## config.mk

```make
export PLATFORM = sky130hd
export DESIGN_NAME = evt_coalesce
export DESIGN_NICKNAME = d
export VERILOG_FILES = /design/src/rtl/evt_coal_pkg.sv /design/src/rtl/coal_regs.sv /design/src/rtl/coal_counter.sv /design/src/rtl/coal_timer.sv /design/src/rtl/coal_flags.sv /design/src/rtl/evt_coalesce.sv
export SDC_FILE = /design/constraint.sdc
export NUM_CORES = 1
export LEC_CHECK = 0
export ABC_AREA = 1
export BUFFER_PORTS_ARGS = -buffer_cell sky130_fd_sc_hd__buf_4
export CAP_MARGIN = 30
export CORE_MARGIN = 4
export CORE_UTILIZATION = 56
export CTS_CLUSTER_SIZE = 25
export DETAILED_ROUTE_END_ITERATION = 8
export PLACE_DENSITY = 0.87
export SLEW_MARGIN = 10
export SYNTH_ARGS = -nofsm -noshare
export SYNTH_HDL_FRONTEND = slang
export SYNTH_SLANG_ARGS = --single-unit
```

## constraint.sdc

```tcl
create_clock -name clk_i -period 4.05 [get_ports clk_i]
set_input_delay 0.405 -clock clk_i [delete_from_list [all_inputs] [get_ports clk_i]]
set_output_delay 0.405 -clock clk_i [all_outputs]
set_load 0.05 [all_outputs]
```

## src/rtl/evt_coal_pkg.sv

```systemverilog
package evt_coal_pkg;
  localparam int ADDR_W = 3;

  typedef enum logic [ADDR_W-1:0] {
    REG_CTRL    = 3'd0,
    REG_LEVEL   = 3'd1,
    REG_TIMEOUT = 3'd2,
    REG_ACK     = 3'd3,
    REG_STATUS  = 3'd4
  } reg_addr_e;

  // bit 0 byte_mode, bit 1 en_count, bit 2 en_time
  typedef struct packed {
    logic en_time;
    logic en_count;
    logic byte_mode;
  } ctrl_t;

  localparam int STAT_CNT_BIT  = 0;
  localparam int STAT_TIME_BIT = 1;
endpackage

```

## src/rtl/coal_regs.sv

```systemverilog
module coal_regs
  import evt_coal_pkg::*;
#(
  parameter int CNT_W = 32
) (
  input  logic              clk_i,
  input  logic              rst_ni,
  input  logic              wr_en_i,
  input  logic [ADDR_W-1:0] wr_addr_i,
  input  logic [CNT_W-1:0]  wr_data_i,
  input  logic [CNT_W/8-1:0] wr_be_i,
  output ctrl_t             ctrl_o,
  output logic [CNT_W-1:0]  level_o,
  output logic [CNT_W-1:0]  timeout_o,
  output logic              ack_fire_o,
  output logic [CNT_W-1:0]  ack_val_o,
  output logic              clr_cnt_o,
  output logic              clr_time_o
);
  localparam int NB = CNT_W / 8;

  logic sel_ctrl, sel_level, sel_tout, sel_ack, sel_stat;
  ctrl_t ctrl_q;
  logic [CNT_W-1:0] level_q, tout_q;

  assign sel_ctrl  = wr_en_i && (wr_addr_i == REG_CTRL);
  assign sel_level = wr_en_i && (wr_addr_i == REG_LEVEL);
  assign sel_tout  = wr_en_i && (wr_addr_i == REG_TIMEOUT);
  assign sel_ack   = wr_en_i && (wr_addr_i == REG_ACK);
  assign sel_stat  = wr_en_i && (wr_addr_i == REG_STATUS);

  always_ff @(posedge clk_i or negedge rst_ni) begin
    if (!rst_ni)                     ctrl_q <= '0;
    else if (sel_ctrl && wr_be_i[0]) ctrl_q <= ctrl_t'(wr_data_i[2:0]);
  end

  for (genvar b = 0; b < NB; b++) begin : g_lane
    always_ff @(posedge clk_i or negedge rst_ni) begin
      if (!rst_ni) begin
        level_q[8*b +: 8] <= 8'hff;
        tout_q[8*b +: 8]  <= 8'h00;
      end else begin
        if (sel_level && wr_be_i[b]) level_q[8*b +: 8] <= wr_data_i[8*b +: 8];
        if (sel_tout && wr_be_i[b])  tout_q[8*b +: 8]  <= wr_data_i[8*b +: 8];
      end
    end
  end

  assign ctrl_o     = ctrl_q;
  assign level_o    = level_q;
  assign timeout_o  = tout_q;
  // trigger-type writes act only when the low byte is written
  assign ack_fire_o = sel_ack && wr_be_i[0];
  assign ack_val_o  = wr_data_i;
  assign clr_cnt_o  = sel_stat && wr_be_i[0] && wr_data_i[STAT_CNT_BIT];
  assign clr_time_o = sel_stat && wr_be_i[0] && wr_data_i[STAT_TIME_BIT];
endmodule

```

## src/rtl/coal_counter.sv

```systemverilog
module coal_counter #(
  parameter int CNT_W   = 32,
  parameter int BYTES_W = 16
) (
  input  logic               clk_i,
  input  logic               rst_ni,
  input  logic               evt_valid_i,
  input  logic [BYTES_W-1:0] evt_bytes_i,
  input  logic               byte_mode_i,
  input  logic               ack_fire_i,
  input  logic [CNT_W-1:0]   ack_val_i,
  output logic [CNT_W-1:0]   count_o
);
  localparam int EXT_W = CNT_W + 1;
  localparam logic [EXT_W-1:0] MAX_EXT = {1'b0, {CNT_W{1'b1}}};

  logic [CNT_W-1:0] cnt_q, cnt_d;
  logic [EXT_W-1:0] inc, sub, with_inc, diff;

  always_comb begin
    inc = '0;
    if (evt_valid_i) inc = byte_mode_i ? EXT_W'(evt_bytes_i) : EXT_W'(1);
    sub      = ack_fire_i ? {1'b0, ack_val_i} : '0;
    with_inc = {1'b0, cnt_q} + inc;
    diff     = with_inc - sub;
    if (with_inc <= sub)     cnt_d = '0;
    else if (diff > MAX_EXT) cnt_d = '1;
    else                     cnt_d = diff[CNT_W-1:0];
  end

  always_ff @(posedge clk_i or negedge rst_ni) begin
    if (!rst_ni) cnt_q <= '0;
    else         cnt_q <= cnt_d;
  end

  assign count_o = cnt_q;
endmodule

```

## src/rtl/coal_timer.sv

```systemverilog
module coal_timer #(
  parameter int CNT_W = 32
) (
  input  logic             clk_i,
  input  logic             rst_ni,
  input  logic             count_nz_i,
  output logic [CNT_W-1:0] timer_o
);
  logic [CNT_W-1:0] tmr_q;

  always_ff @(posedge clk_i or negedge rst_ni) begin
    if (!rst_ni)          tmr_q <= '0;
    else if (!count_nz_i) tmr_q <= '0;
    else if (tmr_q != '1) tmr_q <= tmr_q + 1'b1;
  end

  assign timer_o = tmr_q;
endmodule

```

## src/rtl/coal_flags.sv

```systemverilog
module coal_flags #(
  parameter int CNT_W = 32
) (
  input  logic             clk_i,
  input  logic             rst_ni,
  input  logic [CNT_W-1:0] count_i,
  input  logic [CNT_W-1:0] level_i,
  input  logic [CNT_W-1:0] timer_i,
  input  logic [CNT_W-1:0] timeout_i,
  input  logic             clr_cnt_i,
  input  logic             clr_time_i,
  output logic             cnt_flag_o,
  output logic             time_flag_o
);
  logic set_cnt, set_time, cf_q, tf_q;

  assign set_cnt  = count_i >= level_i;
  assign set_time = (timeout_i != '0) && (count_i != '0) && (timer_i >= timeout_i);

  // set has priority over a clear in the same cycle
  always_ff @(posedge clk_i or negedge rst_ni) begin
    if (!rst_ni) begin
      cf_q <= 1'b0;
      tf_q <= 1'b0;
    end else begin
      cf_q <= (cf_q & ~clr_cnt_i)  | set_cnt;
      tf_q <= (tf_q & ~clr_time_i) | set_time;
    end
  end

  assign cnt_flag_o  = cf_q;
  assign time_flag_o = tf_q;
endmodule

```

## src/rtl/evt_coalesce.sv

```systemverilog
module evt_coalesce
  import evt_coal_pkg::*;
#(
  parameter int CNT_W   = 32,
  parameter int BYTES_W = 16
) (
  input  logic               clk_i,
  input  logic               rst_ni,
  input  logic               wr_en_i,
  input  logic [ADDR_W-1:0]  wr_addr_i,
  input  logic [CNT_W-1:0]   wr_data_i,
  input  logic [CNT_W/8-1:0] wr_be_i,
  input  logic               evt_valid_i,
  input  logic [BYTES_W-1:0] evt_bytes_i,
  output logic [CNT_W-1:0]   count_o,
  output logic               sum_count_o,
  output logic               sum_time_o,
  output logic               irq_o
);
  ctrl_t            ctrl_q;
  logic [CNT_W-1:0] level_q, timeout_q, timer_q, ack_val, cnt;
  logic             ack_fire, clr_cnt, clr_time, cf, tf;

  coal_regs #(.CNT_W(CNT_W)) u_regs (
    .clk_i, .rst_ni, .wr_en_i, .wr_addr_i, .wr_data_i, .wr_be_i,
    .ctrl_o(ctrl_q), .level_o(level_q), .timeout_o(timeout_q),
    .ack_fire_o(ack_fire), .ack_val_o(ack_val),
    .clr_cnt_o(clr_cnt), .clr_time_o(clr_time)
  );

  coal_counter #(.CNT_W(CNT_W), .BYTES_W(BYTES_W)) u_cnt (
    .clk_i, .rst_ni, .evt_valid_i, .evt_bytes_i,
    .byte_mode_i(ctrl_q.byte_mode), .ack_fire_i(ack_fire),
    .ack_val_i(ack_val), .count_o(cnt)
  );

  coal_timer #(.CNT_W(CNT_W)) u_tmr (
    .clk_i, .rst_ni, .count_nz_i(cnt != '0), .timer_o(timer_q)
  );

  coal_flags #(.CNT_W(CNT_W)) u_flags (
    .clk_i, .rst_ni, .count_i(cnt), .level_i(level_q), .timer_i(timer_q),
    .timeout_i(timeout_q), .clr_cnt_i(clr_cnt), .clr_time_i(clr_time),
    .cnt_flag_o(cf), .time_flag_o(tf)
  );

  assign count_o     = cnt;
  assign sum_count_o = cf;
  assign sum_time_o  = tf;
  assign irq_o       = (cf & ctrl_q.en_count) | (tf & ctrl_q.en_time);
endmodule

```

## Word-level counts from Yosys, hierarchy flattened

Index checks and enable logic that the tools add are counted.

- $add $sub $neg: 3
- Magnitude comparators: 4
- Equality and inequality tests: 6
- Muxes and demuxes: 7
- Bitwise logic cells: 9
- Reduce and logical (&&, ||, !) cells: 23

Operator list:

| cell | number |
|---|---|
| $mux W32 | 5 |
| $ge A32 B32 Y1 | 2 |
| $reduce_bool A32 Y1 | 2 |
| $add A32 B33 Y33 | 1 |
| $gt A33 B32 Y1 const B | 1 |
| $le A33 B33 Y1 | 1 |
| $mux W33 | 1 |
| $sub A33 B33 Y33 | 1 |
| $add A32 B1 Y32 const B | 1 |
| $ne A32 B32 Y1 const B | 1 |
| $logic_and A1 B1 Y1 | 20 |
| $mux W16 | 1 |
| $eq A3 B2 Y1 const B | 2 |
| $and A1 B1 Y1 | 4 |
| $eq A3 B1 Y1 const B | 1 |
| $eq A3 B3 Y1 const B | 1 |
| $logic_not A3 Y1 | 1 |
| $or A1 B1 Y1 | 3 |
| $ne A2 B2 Y1 const B | 1 |
| $not A1 Y1 | 2 |

- Flip-flop bits (word level): 133
- Output and inout bits: 35
- Word-level logic and storage cells: 67

## Logic depth before layout (Yosys ltp)

- Depth in word-level cells: 8
- Depth in mapped cells: 31

## Hierarchy

A second synthesis with hierarchy kept.

- Cells, all modules: 1989
- Area total of the unflattened synthesis: 12588.3 um^2

By module, submodules not included:

| module | instances | cells an instance | area each (um^2) | seq. area each (um^2) |
|---|---|---|---|---|
| coal_counter | 1 | 954 | 5326.4 | 800.8 |
| coal_regs | 1 | 346 | 3045.4 | 1716.6 |
| coal_timer | 1 | 316 | 2069.5 | 800.8 |
| coal_flags | 1 | 327 | 1959.4 | 50.0 |
| evt_coalesce | 1 | 46 | 187.7 | 0.0 |

## Least setup slack after synthesis

OpenSTA, ideal clock, no wires.

- Path kind: reg-to-reg
- From: reg u_cnt.cnt_q[0] (netlist: u_cnt.count_o[0])
- To: reg u_cnt.cnt_q[12] (netlist: u_cnt.count_o[12])
- Library setup time: 0.127 ns
- Arrival: 3.728 ns
- Data required time: 3.923 ns
- Setup slack: 0.195 ns
- Stages on the path, launching flop included: 28
- Path buffers: 1
- Period minus slack after synthesis: 3.855 ns
- Cells stage by stage: dfrtp_1 ha_1 inv_1 fa_1 inv_1 nand2_1 nand2_1 nand3_1 nand2_2 nand2_2 nand2_2 nand2_1 nor2_1 nand2_1 xor2_1 inv_1 ha_1 nand2_1 nor2_2 inv_2 nor3_2 and2_1 nand2_1 nand3_1 nand2_4 buf_12 nor2_2 a21oi_2

- Cells in the longest elaborated chain, start to end: 5

Ends and longest elaborated chain:

| item | RTL line | text |
|---|---|---|
| from (decl) | coal_counter.sv:17 | `logic [CNT_W-1:0] cnt_q, cnt_d;` |
| from (signal assigned) | coal_counter.sv:33 | `else cnt_q <= cnt_d;` |
| $add A32 B33 Y33 * | coal_counter.sv:24 | `with_inc = {1'b0, cnt_q} + inc;` |
| $sub A33 B33 Y33 | coal_counter.sv:25 | `diff = with_inc - sub;` |
| $gt A33 B32 Y1 | coal_counter.sv:27 | `else if (diff > MAX_EXT) cnt_d = '1;` |
| $mux W32 | coal_counter.sv:27 |  |
| $mux W32 * | coal_counter.sv:26 | `if (with_inc <= sub) cnt_d = '0;` |
| named net u_cnt.cnt_d[12] | coal_counter.sv:17 |  |

The timed path passes the listed nets; every way through them passes the cells marked *.
A chain may end at the register's enable or synchronous reset.

## Worst setup path in the final report

- From: reg u_regs.ctrl_o[0] (netlist name)
- To: reg u_cnt.cnt_q[13] (netlist: u_cnt.count_o[13])

- Cells in the longest elaborated chain, start to end: 7

Ends and longest elaborated chain:

| item | RTL line | text |
|---|---|---|
| $mux W16 * | coal_counter.sv:22 | `if (evt_valid_i) inc = byte_mode_i ? EXT_W'(evt_bytes_i) : EXT_W'(1);` |
| $mux W33 * | coal_counter.sv:22 |  |
| $add A32 B33 Y33 * | coal_counter.sv:24 |  |
| $sub A33 B33 Y33 | coal_counter.sv:25 |  |
| $gt A33 B32 Y1 | coal_counter.sv:27 |  |
| $mux W32 | coal_counter.sv:27 |  |
| $mux W32 * | coal_counter.sv:26 |  |
| named net u_cnt.cnt_d[13] | coal_counter.sv:17 |  |

Marked as above.

==> results.py <==
metrics = {
    "placed_design": {
        "place_congestion": 1.00,
        "place.port_buffers": 93,
        "place_ws_ps": -191,
        "dpl.hpwl_microns": 27600,
        "dp_cells": 2148,
    },
    "setup_path": {
        "r2r-end": "u_cnt.count_o[13]",
        "path_class": "flip-flop to flip-flop",
        "path_max_fanout": 16,
        "arrival_ps": 4440,
        "worstPathRequired_ps": 4410,
        "reg2reg_depth": 27,
        "reg2reg_slack_ps": -30,
        "reg2reg_from": "u_regs.ctrl_o[0]",
        "cp-startpoint": "u_regs.ctrl_o[0]",
        "worstSetupStartpointType": "flip-flop",
        "crit_end": "u_cnt.count_o[13]",
        "end_kind": "flip-flop",
    },
    "drt": {
        "drt_iter0_markers": 894,
        "antenna_left": 0,
        "num_vias": 12100,
        "wl_per_cell_microns": 16.5,
        "drc": 0,
        "routed_wl_microns": 36300,
        "avgViaCountPerCell": 5.51,
        "drt_pass1_iterations": 7,
    },
    "yosys": {
        "syn_avg_cell_area_sq_um": 6.67,
        "yosys_warnings": 0,
        "yosys.area.top_type_share_pct": 21.3,
        "netlist_area_sq_mm": 0.0119,
        "async_flop_share_pct": 100,
        "ys_seq_elements": 133,
        "synth_fp_nets": 1951,
        "synth_area_leaders": "dfrtp_1 21%, nand2_1 17%, ha_1 12%, inv_1 11%, dfstp_2 7.1%",
        "yosysTopAreaCell": "dfrtp_1",
        "synth_cells": 1777,
        "synth_cell_type_count": 45,
        "synth_edf_count": 0,
        "synth_ff_type": "dfrtp_1",
        "seq_area_frac_synth_pct": 28.4,
    },
    "job": {
        "maxCapViolations": 0,
    },
    "cells_and_area": {
        "fin_cells": 2192,
        "finalNetCount": 2083,
        "drive_gt1_share_pct": 19.0,
        "diodes": 0,
        "final_cell_mix": "514 x nand2_1, 338 x inv_1, 130 x buf_4, 124 x nor2_1, 101 x dfrtp_1",
        "mostFrequentLayoutCell": "nand2_1",
        "multi_input_area_sq_mm": 0.00733,
        "final_util_pct": 68.6,
        "regArea_sq_mm": 0.00337,
        "synthToLayoutAreaGrowth_pct": 18.6,
        "fill_cells": 1652,
    },
    "timing": {
        "finalCritPeriodShare_pct": 101,
        "max_slew_margin_pct": 50.1,
        "drv_slew": 0,
        "tightest_slew_ps": 743,
        "max_freq_mhz": 245,
        "fin_worst_skew_ps": 5.06,
        "hold_viol": 0,
        "fin_crit_ps": 4080,
        "layout_setup_ws_ps": -28.5,
        "setup_tns_ps": -174,
        "setup_viol": 18,
    },
    "power_and_ir_drop": {
        "power_leakage_nw": 7.44,
        "ir_worst_vdd_mv": 0.574,
        "pwr_density_cell_mw_per_mm2": 758,
    },
    "clock_network": {
        "cts_buffers": 17,
        "cts_max_level": 4,
        "clkTransAtPathRegs_ps": 60,
        "root_buffer": "clkbuf_16",
        "cts_max_path_buffers": 2,
        "numClockSinks": 133,
        "cts_tree": "built",
        "worstSkewPairLatency_ps": 430,
    },
    "global_route": {
        "grt_usage_pct": 29.5,
        "grt_pass1_wl_microns": 56500,
        "overflow": 0,
        "antenna_found_initial": 0,
        "grt_pass1_vias": 11700,
        "grt_max_degree": 109,
    },
    "worst_hold_path": {
        "hp-class": "primary input to flip-flop",
    },
    "floorplan": {
        "coreArea_sq_mm": 0.0205,
        "start_util_pct": 57.8,
        "die_width_microns": 153,
        "ios": 94,
        "dieArea_sq_mm": 0.0236,
        "std_cell_rows": 52,
        "die_h_microns": 153,
    },
    "outcome": {
        "violations": "setup timing",
        "status": "finished with violations",
    },
}
==> synthesized netlist by cell type, drive strengths merged, types with 3 or more instances <==
cell type / count
nor4: 10
nor2: 174
xor2: 50
xnor2: 12
or2: 6
nand2: 540
and2: 5
ha: 113
a21oi: 114
dfstp: 32
dfrtp: 101
inv: 344
nand3: 61
nor3: 33
nand4: 30
buf: 10
o21ai: 106
a31oi: 3
clkbuf: 15
==> what timing repair did <==
action	CTS	global route
setup endpoints to repair	32	32
endpoints found under the hold margin	0	37
setup buffers	1	9
cloned	0	0
hold buffers	0	1
pin swaps	2	19
resized for setup	12	66
==> worst min path at each step <==
stage                                      end                  from  slack [ps]  depth (start not counted)
final                       u_regs.level_o[28]         wr_data_i[28]         230                          3
after global routing        u_regs.level_o[27]         wr_data_i[27]         260                          3
after CTS                     u_tmr.timer_o[6]                rst_ni         150                          1
after detailed placement   u_regs.timeout_o[6]   u_regs.timeout_o[6]         470                          2
after global placement    u_regs.timeout_o[21]  u_regs.timeout_o[21]         470                          2
after floorplan               u_cnt.count_o[0]                rst_ni         110                          0
==> cell type report <==
| type | instances | area share [%] |
|---|---|---|
| clock buffers | 17 | 3.03 |
| clock inverters | 15 | 1.22 |
| inverters | 345 | 9.21 |
| multi-input cells | 1274 | 52.2 |
| flip-flops and latches | 133 | 24.0 |
| well taps | 270 | 2.40 |
| repair buffers | 138 | 8.00 |
==> metrics by stage <==
stage | power (mW) | instance area (sq um) | hold WS (ps)
floorplan | 6.83 | 11900 | 109
global placement | 8.39 | 13000 | 467
detailed placement | 8.60 | 13000 | 473
CTS | 10.3 | 13700 | 153
global route | 11.5 | 14100 | 258
finish | 10.7 | 14100 | 233
==> routing by layer <==
metal,GRT usage [%],wire (microns),vias up,part of all wire [%]
met5,0,0,-,0
met4,14.6,2070,0,5.7
met3,4.75,2400,145,6.6
met2,50.8,17500,519,48
li1,-,-,5828,-
met1,35.8,14300,5580,39
==> sequential cells by signal, indices dropped and copies added (netlist names) <==
signal,cells
u_flags.cnt_flag_o,1
u_flags.time_flag_o,1
u_regs.timeout_o,32
u_tmr.timer_o,32
u_regs.level_o,32
u_regs.ctrl_o,3
u_cnt.count_o,32
==> power breakdown <==
part           internal (mW)  switching, mW
Clock                  0.922          0.665
Combinational           2.56           4.39
Sequential              1.71          0.415
==> critical path: stages, from the launching register on <==
cell,delay [ps]
dfrtp_1,400
nand2_1,120
buf_12,150
nor2_1,50
ha_1,350
nand2_2,130
nor2_2,180
nand2_1,110
nand2_2,130
nand3_1,140
nand2_2,130
nand2_1,60
nand2_1,150
xor2_1,170
inv_1,90
ha_4,300
nand2_1,100
nor2_2,160
inv_2,60
nor3_4,170
and2_1,180
nand2_1,100
nand2_2,70
nand2_2,70
nand2_4,90
buf_12,170
nor2_2,50
a21oi_2,120
==> logic make-up (layout without fill, tap and decap cells) <==
kind of cell,count (synthesis),after routing,synth area share (%)
buffers and inverters,370,515,12.4
AND/OR/NAND/NOR,862,862,31.0
flip-flops,133,133,28.4
AO/OA/AOI/OAI,235,235,11.4
adder cells (fa/ha/maj),115,115,12.3
XOR/XNOR,62,62,4.58
Power figures use the tool's default switching activity.
